### config.mk
export PLATFORM = sky130hd
export DESIGN_NAME = ext_irq_ctrl
export DESIGN_NICKNAME = d
export VERILOG_FILES = /design/src/rtl/ext_irq_pkg.sv /design/src/rtl/ext_irq_sync.sv /design/src/rtl/ext_irq_pin.sv /design/src/rtl/ext_irq_regs.sv /design/src/rtl/ext_irq_ctrl.sv
export SDC_FILE = /design/constraint.sdc
export NUM_CORES = 1
export LEC_CHECK = 0
export ABC_AREA = 0
export BUFFER_PORTS_ARGS = -buffer_cell sky130_fd_sc_hd__buf_2
export CAP_MARGIN = 25
export CORE_AREA = 3 3 64 66
export CTS_CLUSTER_DIAMETER = 30
export DETAILED_ROUTE_END_ITERATION = 10
export DIE_AREA = 0 0 67 69
export GPL_TIMING_DRIVEN = 0
export PLACE_DENSITY = 0.77
export SYNTH_ARGS = -nofsm -noshare
export SYNTH_HDL_FRONTEND = slang
export SYNTH_SLANG_ARGS = --single-unit
### constraint.sdc
create_clock -name clk -period 1.3 [get_ports clk]
set_input_delay 0.325 -clock clk [delete_from_list [all_inputs] [get_ports clk]]
set_output_delay 0.325 -clock clk [all_outputs]
set_load 0.03 [all_outputs]
### src/rtl/ext_irq_pkg.sv
package ext_irq_pkg;

  // Field positions inside the control/status register
  localparam int unsigned FLD_SENSE = 0;
  localparam int unsigned FLD_STAT  = 1;
  localparam int unsigned FLD_CLR   = 2;
  localparam int unsigned FLD_MASK  = 3;
  localparam int unsigned FLD_BOTH  = 4;
  localparam int unsigned FLD_LVL   = 5;
  localparam int unsigned NUM_FLDS  = 6;

  typedef enum logic [2:0] {
    TRIG_LVL_LO,
    TRIG_LVL_HI,
    TRIG_RISE,
    TRIG_FALL,
    TRIG_ANY
  } trig_e;

  // Level-sense wins over both-edge; both-edge wins over sense
  function automatic trig_e trig_decode(input logic lvl, input logic both,
                                        input logic sense);
    if (lvl)       return sense ? TRIG_LVL_HI : TRIG_LVL_LO;
    else if (both) return TRIG_ANY;
    else           return sense ? TRIG_FALL : TRIG_RISE;
  endfunction

endpackage

### src/rtl/ext_irq_sync.sv
module ext_irq_sync #(
  parameter int unsigned WIDTH = 4
) (
  input  logic             clk,
  input  logic             rst,
  input  logic [WIDTH-1:0] async_i,
  output logic [WIDTH-1:0] cur_o,
  output logic [WIDTH-1:0] prev_o
);

  logic [WIDTH-1:0] meta_q;
  logic [WIDTH-1:0] cur_q;
  logic [WIDTH-1:0] prev_q;

  always_ff @(posedge clk) begin
    if (rst) begin
      meta_q <= '0;
      cur_q  <= '0;
      prev_q <= '0;
    end else begin
      meta_q <= async_i;
      cur_q  <= meta_q;
      prev_q <= cur_q;
    end
  end

  assign cur_o  = cur_q;
  assign prev_o = prev_q;

endmodule

### src/rtl/ext_irq_pin.sv
module ext_irq_pin
  import ext_irq_pkg::*;
(
  input  logic clk,
  input  logic rst,
  input  logic cur_i,
  input  logic prev_i,
  input  logic sense_i,
  input  logic both_i,
  input  logic lvl_i,
  input  logic clr_i,
  output logic edge_o,
  output logic stat_o
);

  trig_e mode;
  logic  edge_hit;
  logic  stat_d;
  logic  stat_q;

  assign mode = trig_decode(lvl_i, both_i, sense_i);

  always_comb begin
    edge_hit = 1'b0;
    stat_d   = stat_q;
    unique case (mode)
      TRIG_LVL_LO: stat_d = ~cur_i;
      TRIG_LVL_HI: stat_d = cur_i;
      TRIG_RISE: begin
        edge_hit = cur_i & ~prev_i;
        stat_d   = edge_hit | (stat_q & ~clr_i);
      end
      TRIG_FALL: begin
        edge_hit = ~cur_i & prev_i;
        stat_d   = edge_hit | (stat_q & ~clr_i);
      end
      TRIG_ANY: begin
        edge_hit = cur_i ^ prev_i;
        stat_d   = edge_hit | (stat_q & ~clr_i);
      end
      default: stat_d = stat_q;
    endcase
  end

  always_ff @(posedge clk) begin
    if (rst) stat_q <= 1'b0;
    else     stat_q <= stat_d;
  end

  assign edge_o = edge_hit;
  assign stat_o = stat_q;

endmodule

### src/rtl/ext_irq_regs.sv
module ext_irq_regs
  import ext_irq_pkg::*;
#(
  parameter int unsigned NUM_PINS = 4,
  parameter int unsigned FIELD_W  = 4,
  parameter int unsigned REG_W    = 32
) (
  input  logic                clk,
  input  logic                rst,
  input  logic                we_i,
  input  logic [REG_W-1:0]    wdata_i,
  input  logic [NUM_PINS-1:0] stat_i,
  output logic [REG_W-1:0]    rdata_o,
  output logic [NUM_PINS-1:0] sense_o,
  output logic [NUM_PINS-1:0] mask_o,
  output logic [NUM_PINS-1:0] both_o,
  output logic [NUM_PINS-1:0] lvl_o,
  output logic [NUM_PINS-1:0] clr_o
);

  localparam int unsigned USED_W = NUM_FLDS * FIELD_W;

  logic [NUM_PINS-1:0] sense_q, mask_q, both_q, lvl_q;

  always_ff @(posedge clk) begin
    if (rst) begin
      sense_q <= '0;
      mask_q  <= '0;
      both_q  <= '0;
      lvl_q   <= '1;
    end else if (we_i) begin
      sense_q <= wdata_i[FLD_SENSE*FIELD_W +: NUM_PINS];
      mask_q  <= wdata_i[FLD_MASK*FIELD_W  +: NUM_PINS];
      both_q  <= wdata_i[FLD_BOTH*FIELD_W  +: NUM_PINS];
      lvl_q   <= wdata_i[FLD_LVL*FIELD_W   +: NUM_PINS];
    end
  end

  assign clr_o = we_i ? wdata_i[FLD_CLR*FIELD_W +: NUM_PINS] : '0;

  always_comb begin
    rdata_o = '0;
    rdata_o[FLD_SENSE*FIELD_W +: NUM_PINS] = sense_q;
    rdata_o[FLD_STAT*FIELD_W  +: NUM_PINS] = stat_i;
    rdata_o[FLD_MASK*FIELD_W  +: NUM_PINS] = mask_q;
    rdata_o[FLD_BOTH*FIELD_W  +: NUM_PINS] = both_q;
    rdata_o[FLD_LVL*FIELD_W   +: NUM_PINS] = lvl_q;
  end

  assign sense_o = sense_q;
  assign mask_o  = mask_q;
  assign both_o  = both_q;
  assign lvl_o   = lvl_q;

  initial begin
    if (NUM_PINS > FIELD_W || USED_W > REG_W)
      $error("ext_irq_regs: fields do not fit the register");
  end

endmodule

### src/rtl/ext_irq_ctrl.sv
module ext_irq_ctrl #(
  parameter int unsigned NUM_PINS = 4,
  parameter int unsigned FIELD_W  = 4,
  parameter int unsigned REG_W    = 32
) (
  input  logic                clk,
  input  logic                rst,
  input  logic [NUM_PINS-1:0] pin_i,
  input  logic                reg_we,
  input  logic [REG_W-1:0]    reg_wdata,
  output logic [REG_W-1:0]    reg_rdata,
  output logic [NUM_PINS-1:0] irq_o
);

  logic [NUM_PINS-1:0] pin_cur, pin_prev;
  logic [NUM_PINS-1:0] cfg_sense, cfg_mask, cfg_both, cfg_lvl;
  logic [NUM_PINS-1:0] clr_pulse, edge_seen, stat;
  logic [NUM_PINS-1:0] irq_q;

  ext_irq_sync #(.WIDTH(NUM_PINS)) u_sync (
    .clk    (clk),
    .rst    (rst),
    .async_i(pin_i),
    .cur_o  (pin_cur),
    .prev_o (pin_prev)
  );

  ext_irq_regs #(
    .NUM_PINS(NUM_PINS),
    .FIELD_W (FIELD_W),
    .REG_W   (REG_W)
  ) u_regs (
    .clk    (clk),
    .rst    (rst),
    .we_i   (reg_we),
    .wdata_i(reg_wdata),
    .stat_i (stat),
    .rdata_o(reg_rdata),
    .sense_o(cfg_sense),
    .mask_o (cfg_mask),
    .both_o (cfg_both),
    .lvl_o  (cfg_lvl),
    .clr_o  (clr_pulse)
  );

  for (genvar k = 0; k < NUM_PINS; k++) begin : g_pin
    ext_irq_pin u_pin (
      .clk    (clk),
      .rst    (rst),
      .cur_i  (pin_cur[k]),
      .prev_i (pin_prev[k]),
      .sense_i(cfg_sense[k]),
      .both_i (cfg_both[k]),
      .lvl_i  (cfg_lvl[k]),
      .clr_i  (clr_pulse[k]),
      .edge_o (edge_seen[k]),
      .stat_o (stat[k])
    );
  end

  always_ff @(posedge clk) begin
    if (rst) irq_q <= '0;
    else     irq_q <= stat & cfg_mask;
  end

  assign irq_o = irq_q;

endmodule

==> results of run 1 <==
synthesized netlist by cell type:
cell type,number
dfxtp_1,36
or2_0,4
ha_1,8
buf_2,2
nor2_1,20
buf_4,29
nand2_1,8
xor2_1,4
inv_1,12
mux2i_1,16
a221oi_1,8
buf_6,1
clkbuf_1,2
conb_1,1
nor2b_1,12
a211o_1,4
per-layer routing:
layer	vias up	global-route usage
met5	-	0
met4	0	0.0946
met3	7	0.0423
met2	50	0.233
met1	544	0.170
li1	636	-
metrics by stage:
| step | instances | hold WS (ns) | area, sq um |
|---|---|---|---|
| floorplan | 178 | 0.414 | 1660 |
| global placement | 275 | 0.417 | 1970 |
| detailed placement | 275 | 0.426 | 1970 |
| CTS | 283 | 0.231 | 2070 |
| global route | 283 | 0.244 | 2140 |
| finish | 283 | 0.237 | 2140 |
cell families after synthesis:
logic type      after synthesis  synth area share
mux                          16            0.0988
compound gates               12            0.0648
fa+ha+maj                     8            0.0617
buf+inv                      46             0.180
flops                        36             0.444
xor+xnor                      4            0.0216
other cells                   1           0.00231
simple gates                 44             0.127
power breakdown:
group          switching [mW]  internal [mW]  leakage, nW  total (mW)
Clock                   0.384          0.432       0.0455       0.816
Combinational           0.262          0.213        0.750       0.475
Sequential             0.0534           1.17        0.301        1.22
sequential cells by signal, summed over array words and instances, names as in the netlist:
register and cells:
g_pin.u_pin.stat_o 4, irq_o 4, u_regs.both_o 4, u_regs.lvl_o 4, u_regs.mask_o 4, u_regs.sense_o 4, u_sync.cur_o 4, u_sync.meta_q 4
u_sync.prev_o 4
repair_timing:
action                                  in CTS  in global routing
resized for setup                           10                 24
pin swaps                                    0                  0
endpoints found under the setup margin      10                 15
hold buffers                                 0                  0
layout make-up:
class,instances,area (sq um),area share
Tap cell,48,60.1,0.0281
Clock buffer,8,90.1,0.0421
Timing Repair Buffer,49,270,0.126
Multi-Input combinational cell,96,676,0.316
Inverter,12,45.0,0.0211
Buffer,34,246,0.115
Sequential cell,36,751,0.351
path summary, 6_finish.rpt:
check	from	endpoint	slack (ns)	cells past startpoint
max	u_regs.lvl_o[1]	reg_rdata[21]	0.03	2
min	pin_i[0]	u_sync.meta_q[0]	0.24	2
max reg2reg	u_sync.prev_o[0]	g_pin[0].u_pin.stat_o	0.08	5
min reg2reg	u_sync.meta_q[2]	u_sync.cur_o[2]	0.44	1
critical path, stage by stage (launching register included):
cell and delay (ns):
dfxtp_4 0.36, buf_4 0.13, clkbuf_4 0.17
placed cells by master (no fill, tap or decap), types with 6 or more instances in the layout:
cell type  count
conb_1        12
dfxtp_2       12
inv_1         12
nor2_1        20
clkbuf_8       6
dfxtp_1       20
buf_4         32
ha_1           8
mux2i_1       16
nor2b_1       12
buf_2         41
nand2_1        8
clkbuf_4       7
==> flow_metrics.env, run 1 <==
export IMPL_status="completed"
export IMPL_p_leak_nw=1.10
export IMPL_cts_buffers=5
export IMPL_hold_path_class="primary input to register"
export IMPL_area_delta_synth_final_pct=31.9
export IMPL_core_sq_um=3630
export IMPL_finalCritPeriodShare=0.978
export IMPL_insertion_delay_ns=0.29
export IMPL_vias=1237
export IMPL_critical_path_class="register to output pin"
export IMPL_pin_count=75
export IMPL_power_density_nw_per_um2=1180
export IMPL_antenna_found_initial=0
export IMPL_power_mw=2.51
export IMPL_timing_final_hold_violations=0
export IMPL_wl_per_cell_um=11.2
export IMPL_drc=0
export IMPL_maxCapViolations=0
export IMPL_ys_types=16
export IMPL_finalCriticalPeriod_ns=1.27
export IMPL_final_setup_skew_ns=0.00204
export IMPL_ys_ff_latch=36
export IMPL_layout_setup_ws_ns=0.0282
export IMPL_routed_wl_mm=3.18
export IMPL_drive_gt1_frac=0.455
export IMPL_wl_met2_mm=1.49
export IMPL_dr_first_iter_drc_count=25
export IMPL_highest_layer="met4"
export IMPL_cts_root_buffer="clkbuf_8"
export IMPL_place_worst_setup_slack_ns=-0.0297
export IMPL_synth_yosys_seq_area_share=0.444
export IMPL_diodes=0
export IMPL_vias_per_cell=4.37
export IMPL_ant_nets=0
export IMPL_grt_use_total=0.147
export IMPL_yosys_top_cells_area="dfxtp_1 (44%), buf_4 (13%), mux2i_1 (9.9%)"
export IMPL_end_kind="output pin"
export IMPL_setup_violations_final=0
export IMPL_drt_pass1_iterations=4
export IMPL_nNetsFinal=281
export IMPL_dp_hpwl_mm=2.35
export IMPL_max_freq_ghz=0.786
export IMPL_grt_pass1_vias=1157
export IMPL_crit_arrival_ns=0.95
export IMPL_slew_viol_final=0
export IMPL_cts_buffer_depth=2
export IMPL_yosysTopAreaCellShare=0.444
export IMPL_yosys_warnings=0
export IMPL_wl_met1_mm=1.33
export IMPL_cts_sinks=36
export IMPL_synth_cells=167
export IMPL_fill_cells=353
export IMPL_grt_pass1_wl_mm=5.06
export IMPL_finish_utilization=0.588
export IMPL_syn_area_sq_um=1620
export IMPL_grt_overflow=0
export IMPL_syn_area_per_cell_sq_um=9.71
export IMPL_crit_path_max_fanout=4
export IMPL_synth_top_area_cell="dfxtp_1"
export IMPL_post_cts_buffers=0
export IMPL_fin_tns_setup_ns=0
export IMPL_clk_pin_slew_ns=0.07
export IMPL_gp_routability_congestion=0.763
export IMPL_fp_dieArea_sq_um=4620
export IMPL_initial_utilization=0.446
export IMPL_grt_max_degree=11
export IMPL_die_h_um=69
export IMPL_rsz0062_at_grt="true"
export IMPL_vdd_drop_max_uv=576
export IMPL_rows=22
export IMPL_cts_tree="yes"
export IMPL_htreeDepth=2
export IMPL_dr_wl_met3_um=270
export IMPL_io_buffer_count=49
export IMPL_fp_dieW_um=67
export IMPL_critPathRequiredTime_ns=0.98
export IMPL_worstSetupStartpointType="register"
Power figures use the tool's default switching activity.
==> run 2: changes to the inputs <==
--- a/config.mk
+++ b/config.mk
@@ -14,6 +14,7 @@
 export DIE_AREA = 0 0 67 69
 export GPL_TIMING_DRIVEN = 0
 export PLACE_DENSITY = 0.77
+export SETUP_SLACK_MARGIN = 0.4
 export SYNTH_ARGS = -nofsm -noshare
 export SYNTH_HDL_FRONTEND = slang
 export SYNTH_SLANG_ARGS = --single-unit
==> run 2 against run 1 <==
  * Die area did not move
  * Largest cell class is now buffers
  * Sequential power is essentially flat
  * Highest routed layer unchanged
  * Clock power grew 5.1%
  * Global-route usage rose by 3.5 points
  * Worst hold slack worse by 0.0037 ns
  * Critical path depth grew 3
  * Via count rose by 11%
  * Non-clock buffer count increased by 27
  * First-iteration DRC count grew 56%
  * Total power is 11% higher
==> flow_metrics.env, run 2 (synthesis results as in run 1) <==
export IMPL_antenna_found_initial=0
export IMPL_clkPwrFrac=0.306
export IMPL_crit_arrival_ns=1.39
export IMPL_comb_power_share=0.258
export IMPL_routed_wl_mm=4.27
export IMPL_fp_dieArea_sq_um=4620
export IMPL_place_worst_setup_slack_ns=0.0811
export IMPL_cts_hold_buf=0
export IMPL_drive_gt1_frac=0.640
export IMPL_grt_pass1_wl_mm=6.26
export IMPL_slew_viol_final=0
export IMPL_diodes=0
export IMPL_grt_max_degree=11
export IMPL_grt_overflow=0
export IMPL_pin_count=75
export IMPL_vias=1377
export IMPL_vdd_drop_max_uv=618
export IMPL_layout_common_cells="buf_6 (45), buf_4 (35), dfxtp_2 (30), buf_2 (25), nor2_1 (20)"
export IMPL_finalCritPeriodShare=0.945
export IMPL_clk_pin_slew_ns=0.07
export IMPL_cts_tree="yes"
export IMPL_fin_tns_setup_ns=0
export IMPL_layout_commonest_cell="buf_6"
export IMPL_fp_dieW_um=67
export IMPL_htreeDepth=2
export IMPL_cts_sinks=36
export IMPL_rows=22
export IMPL_finalCriticalPeriod_ns=1.23
export IMPL_critical_path_class="register to register"
export IMPL_vias_per_cell=4.46
export IMPL_power_mw=2.80
export IMPL_p_switching_mw=0.773
export IMPL_insertion_delay_ns=0.29
export IMPL_maxCapViolations=0
export IMPL_nNetsFinal=308
export IMPL_grt_use_total=0.183
export IMPL_place_inst=275
export IMPL_io_buffer_count=49
export IMPL_grt_pass1_vias=1381
export IMPL_layout_setup_ws_ns=0.0712
export IMPL_p_leak_nw=1.35
export IMPL_area_delta_synth_final_pct=65.9
export IMPL_dp_hpwl_mm=2.28
export IMPL_final_cell_count_no_fill=309
export IMPL_end_kind="register"
export IMPL_cts_buffers=5
export IMPL_core_sq_um=3630
export IMPL_ant_nets=0
export IMPL_cts_buffer_depth=2
export IMPL_gp_routability_congestion=0.693
export IMPL_seq_power_share=0.435
export IMPL_final_setup_skew_ns=0.00519
export IMPL_fill_cells=252
export IMPL_status="completed"
export IMPL_p_int_mw=2.03
export IMPL_setup_violations_final=0
export IMPL_dr_first_iter_drc_count=39
export IMPL_drc=0
export IMPL_cts_root_buffer="clkbuf_8"
export IMPL_die_h_um=69
export IMPL_finalHoldWorstSlack_ns=0.233
export IMPL_multi_input_area_sq_um=746
export IMPL_hold_path_class="primary input to register"
export IMPL_timing_final_hold_violations=0
export IMPL_crit_path_max_fanout=2
export IMPL_worstSetupStartpointType="register"
export IMPL_rsz0062_at_grt="true"
export IMPL_wl_per_cell_um=13.8
export IMPL_switching_share=0.276
export IMPL_drt_pass1_iterations=4
export IMPL_initial_utilization=0.446
export IMPL_regArea_sq_um=766
export IMPL_power_density_nw_per_um2=1040
export IMPL_critPathRequiredTime_ns=1.46
export IMPL_max_freq_ghz=0.814
-- run 2: cell types whose count changed in the layout (fill, tap and decap cells not counted), moves of 3 or more --
cell / change
buf_2: -16
inv_2: +7
buf_4: +3
buf_6: +44
clkbuf_4: -6
dfxtp_1: -16
inv_1: -7
a221oi_1: -3
clkbuf_1: -4
dfxtp_2: +18
-- run 2: power groups by stage --
stage	clock network, mW	logic, mW	registers, mW
after floorplan	0	0.350	1.25
after global placement	0	0.473	1.24
after detailed placement	0	0.480	1.25
after CTS	0.871	0.661	1.21
after global routing	0.900	0.771	1.23
final	0.858	0.724	1.22
-- run 2: final cells by class --
| class | instances | area share |
|---|---|---|
| sequential | 36 | 0.285 |
| inverter | 12 | 0.0167 |
| clock buffer | 7 | 0.0358 |
| multi-input combinational | 96 | 0.277 |
| buffer | 34 | 0.133 |
| tap | 48 | 0.0223 |
| timing repair buffer | 76 | 0.230 |
-- run 2: per-layer routing --
| metal | GRT usage | wire length, um | part of all wire |
|---|---|---|---|
| met5 | 0 | 0 | 0 |
| met4 | 0.0946 | 91 | 0.021 |
| met3 | 0.0505 | 257 | 0.060 |
| met2 | 0.322 | 2270 | 0.53 |
| met1 | 0.190 | 1650 | 0.39 |
-- run 2: repair_timing --
action                                  in CTS  in global routing
pin swaps                                    2                  7
resized for setup                           98                 20
endpoints found under the setup margin      33                 32
buffers inserted                            22                  5
-- run 2: critical path: stages (launching register included) --
cell and delay (ns):
dfxtp_2 0.33, inv_2 0.04, ha_4 0.25, inv_2 0.03
a221oi_2 0.33, a221oi_2 0.11
-- run 2: through the flow --
stage | utilization | cell area, sq um
final | 0.740 | 2690
after global routing | 0.740 | 2690
after CTS | 0.707 | 2570
after detailed placement | 0.564 | 2050
after global placement | 0.564 | 2050
after floorplan | - | 1740
-- run 2: path summary, 6_finish.rpt --
kind                      endpoint  slack [ns]        startpoint  depth (start not counted)
max          g_pin[1].u_pin.stat_o        0.07  u_sync.prev_o[1]                          5
min                u_sync.cur_o[3]        0.23               rst                          2
max reg2reg  g_pin[1].u_pin.stat_o        0.07  u_sync.prev_o[1]                          5
min reg2reg        u_sync.cur_o[2]        0.43  u_sync.meta_q[2]                          1
==> run 3: changes to the inputs <==
--- a/config.mk
+++ b/config.mk
@@ -13,7 +13,7 @@
 export DETAILED_ROUTE_END_ITERATION = 10
 export DIE_AREA = 0 0 67 69
 export GPL_TIMING_DRIVEN = 0
-export PLACE_DENSITY = 0.77
+export PLACE_DENSITY = 0.76
 export SETUP_SLACK_MARGIN = 0.4
 export SYNTH_ARGS = -nofsm -noshare
 export SYNTH_HDL_FRONTEND = slang
==> run 3 against run 2 <==
  * Register-to-register slack better by 0.05 ns
  * Clock power down 5.0%
  * First-iteration DRC count up 7.7%
  * Worst hold slack better by 0.012 ns
  * Sequential share of layout area up 0.44 points
  * Combinational power down 3.3%
==> flow_metrics.env, run 3 (synthesis results as in run 1) <==
export IMPL_status="completed"
export IMPL_seq_power_share=0.446
export IMPL_grt_max_degree=11
export IMPL_grt_use_met3=0.0537
export IMPL_die_h_um=69
export IMPL_layout_common_cells="buf_6 (44), buf_4 (35), dfxtp_2 (30), buf_2 (25), nor2_1 (20)"
export IMPL_cts_sinks=36
export IMPL_setup_violations_final=0
export IMPL_finalCriticalPeriod_ns=1.19
export IMPL_routed_wl_mm=3.84
export IMPL_grt_pass1_wl_mm=5.76
export IMPL_core_sq_um=3630
export IMPL_cts_hold_buf=0
export IMPL_clk_pin_slew_ns=0.07
export IMPL_diodes=0
export IMPL_cts_buffers=5
export IMPL_layout_commonest_cell="buf_6"
export IMPL_clkPwrFrac=0.298
export IMPL_fp_dieW_um=67
export IMPL_p_int_mw=1.98
export IMPL_grt_pass1_vias=1313
export IMPL_nNetsFinal=307
export IMPL_p_leak_nw=1.34
export IMPL_vias=1346
export IMPL_power_density_nw_per_um2=1030
export IMPL_gp_routability_congestion=0.669
export IMPL_crit_path_max_fanout=2
export IMPL_io_buffer_count=49
export IMPL_final_cell_area_sq_um=2650
export IMPL_cts_root_buffer="clkbuf_8"
export IMPL_crit_arrival_ns=0.86
export IMPL_slew_viol_final=0
export IMPL_critPathRequiredTime_ns=0.98
export IMPL_wl_per_cell_um=12.4
export IMPL_maxCapViolations=0
export IMPL_drive_gt1_frac=0.613
export IMPL_grtUsageMet1=0.183
export IMPL_fill_cells=249
export IMPL_antenna_found_initial=0
export IMPL_switching_share=0.275
export IMPL_insertion_delay_ns=0.29
export IMPL_grt_overflow=0
export IMPL_worstSetupStartpointType="register"
export IMPL_rows=22
export IMPL_area_delta_synth_final_pct=63.3
export IMPL_ant_nets=0
export IMPL_cts_buffer_depth=2
export IMPL_top_usage_layer="met2"
export IMPL_finalHoldWorstSlack_ns=0.245
export IMPL_p_switching_mw=0.752
export IMPL_fp_dieArea_sq_um=4620
export IMPL_htreeDepth=2
export IMPL_comb_power_share=0.256
export IMPL_grt_util_met2=0.293
export IMPL_place_area_sq_um=2050
export IMPL_rsz0062_at_grt="true"
export IMPL_end_kind="output pin"
export IMPL_pin_count=75
export IMPL_fin_tns_setup_ns=0
export IMPL_dp_hpwl_mm=2.25
export IMPL_timing_final_hold_violations=0
export IMPL_vias_per_cell=4.36
export IMPL_final_setup_skew_ns=0.00265
export IMPL_grt_use_total=0.167
export IMPL_hold_path_class="primary input to register"
export IMPL_drc=0
export IMPL_initial_utilization=0.446
export IMPL_drt_pass1_iterations=3
export IMPL_dr_first_iter_drc_count=42
export IMPL_critical_path_class="register to output pin"
export IMPL_max_freq_ghz=0.840
export IMPL_finalCritPeriodShare=0.915
export IMPL_cts_tree="yes"
export IMPL_vdd_drop_max_uv=593
[run 3: per-stage QoR]
| stage | worst slack (ns) | utilization | total power, mW | std cells |
|---|---|---|---|---|
| 2_1_floorplan | 0.232 | - | 1.60 | 178 |
| 3_3_place_gp | 0.102 | 0.564 | 1.72 | 275 |
| 3_5_place_dp | 0.0869 | 0.564 | 1.72 | 275 |
| 4_1_cts | 0.108 | 0.704 | 2.70 | 304 |
| 5_1_grt | 0.0660 | 0.729 | 2.84 | 309 |
| 6_report | 0.110 | 0.729 | 2.73 | 309 |
[run 3: final cells by class]
type	count	area, sq um	share of cell area
Buffer	34	358	0.135
Clock buffer	8	90.1	0.0340
Inverter	12	45.0	0.0170
Multi-Input combinational cell	96	722	0.273
Sequential cell	36	766	0.289
Tap cell	48	60.1	0.0227
Timing Repair Buffer	75	608	0.230
[run 3: per-layer routing]
| layer | vias to the layer above | wire length, um |
|---|---|---|
| met4 | 0 | 57 |
| met2 | 46 | 1970 |
| met1 | 600 | 1570 |
| met5 | - | 0 |
| li1 | 693 | - |
| met3 | 7 | 232 |
[run 3: repair_timing]
action	CTS	global route
buffers inserted	21	5
gates resized for setup	97	16
pin swaps	1	6
endpoints found under the setup margin	32	32
[run 3: path summary, 6_finish.rpt]
check	depth (start not counted)	start	slack [ns]	to
worst max-delay path	2	u_regs.sense_o[1]	0.11	reg_rdata[1]
worst max register to register	5	u_sync.prev_o[3]	0.12	g_pin[3].u_pin.stat_o
worst min register to register	1	u_sync.meta_q[2]	0.44	u_sync.cur_o[2]
worst min-delay path	2	pin_i[0]	0.25	u_sync.meta_q[0]
[run 3: worst max-delay path, stage by stage, from the launching register on]
cell     delay, ns
dfxtp_4       0.35
buf_6         0.11
buf_6         0.12
[run 3: power groups by stage]
stage / sequential (mW) / combinational (mW) / clock, mW
2_1_floorplan: 1.25 / 0.350 / 0
3_3_place_gp: 1.24 / 0.474 / 0
3_5_place_dp: 1.24 / 0.479 / 0
4_1_cts: 1.21 / 0.658 / 0.828
5_1_grt: 1.22 / 0.746 / 0.871
6_report: 1.22 / 0.700 / 0.815
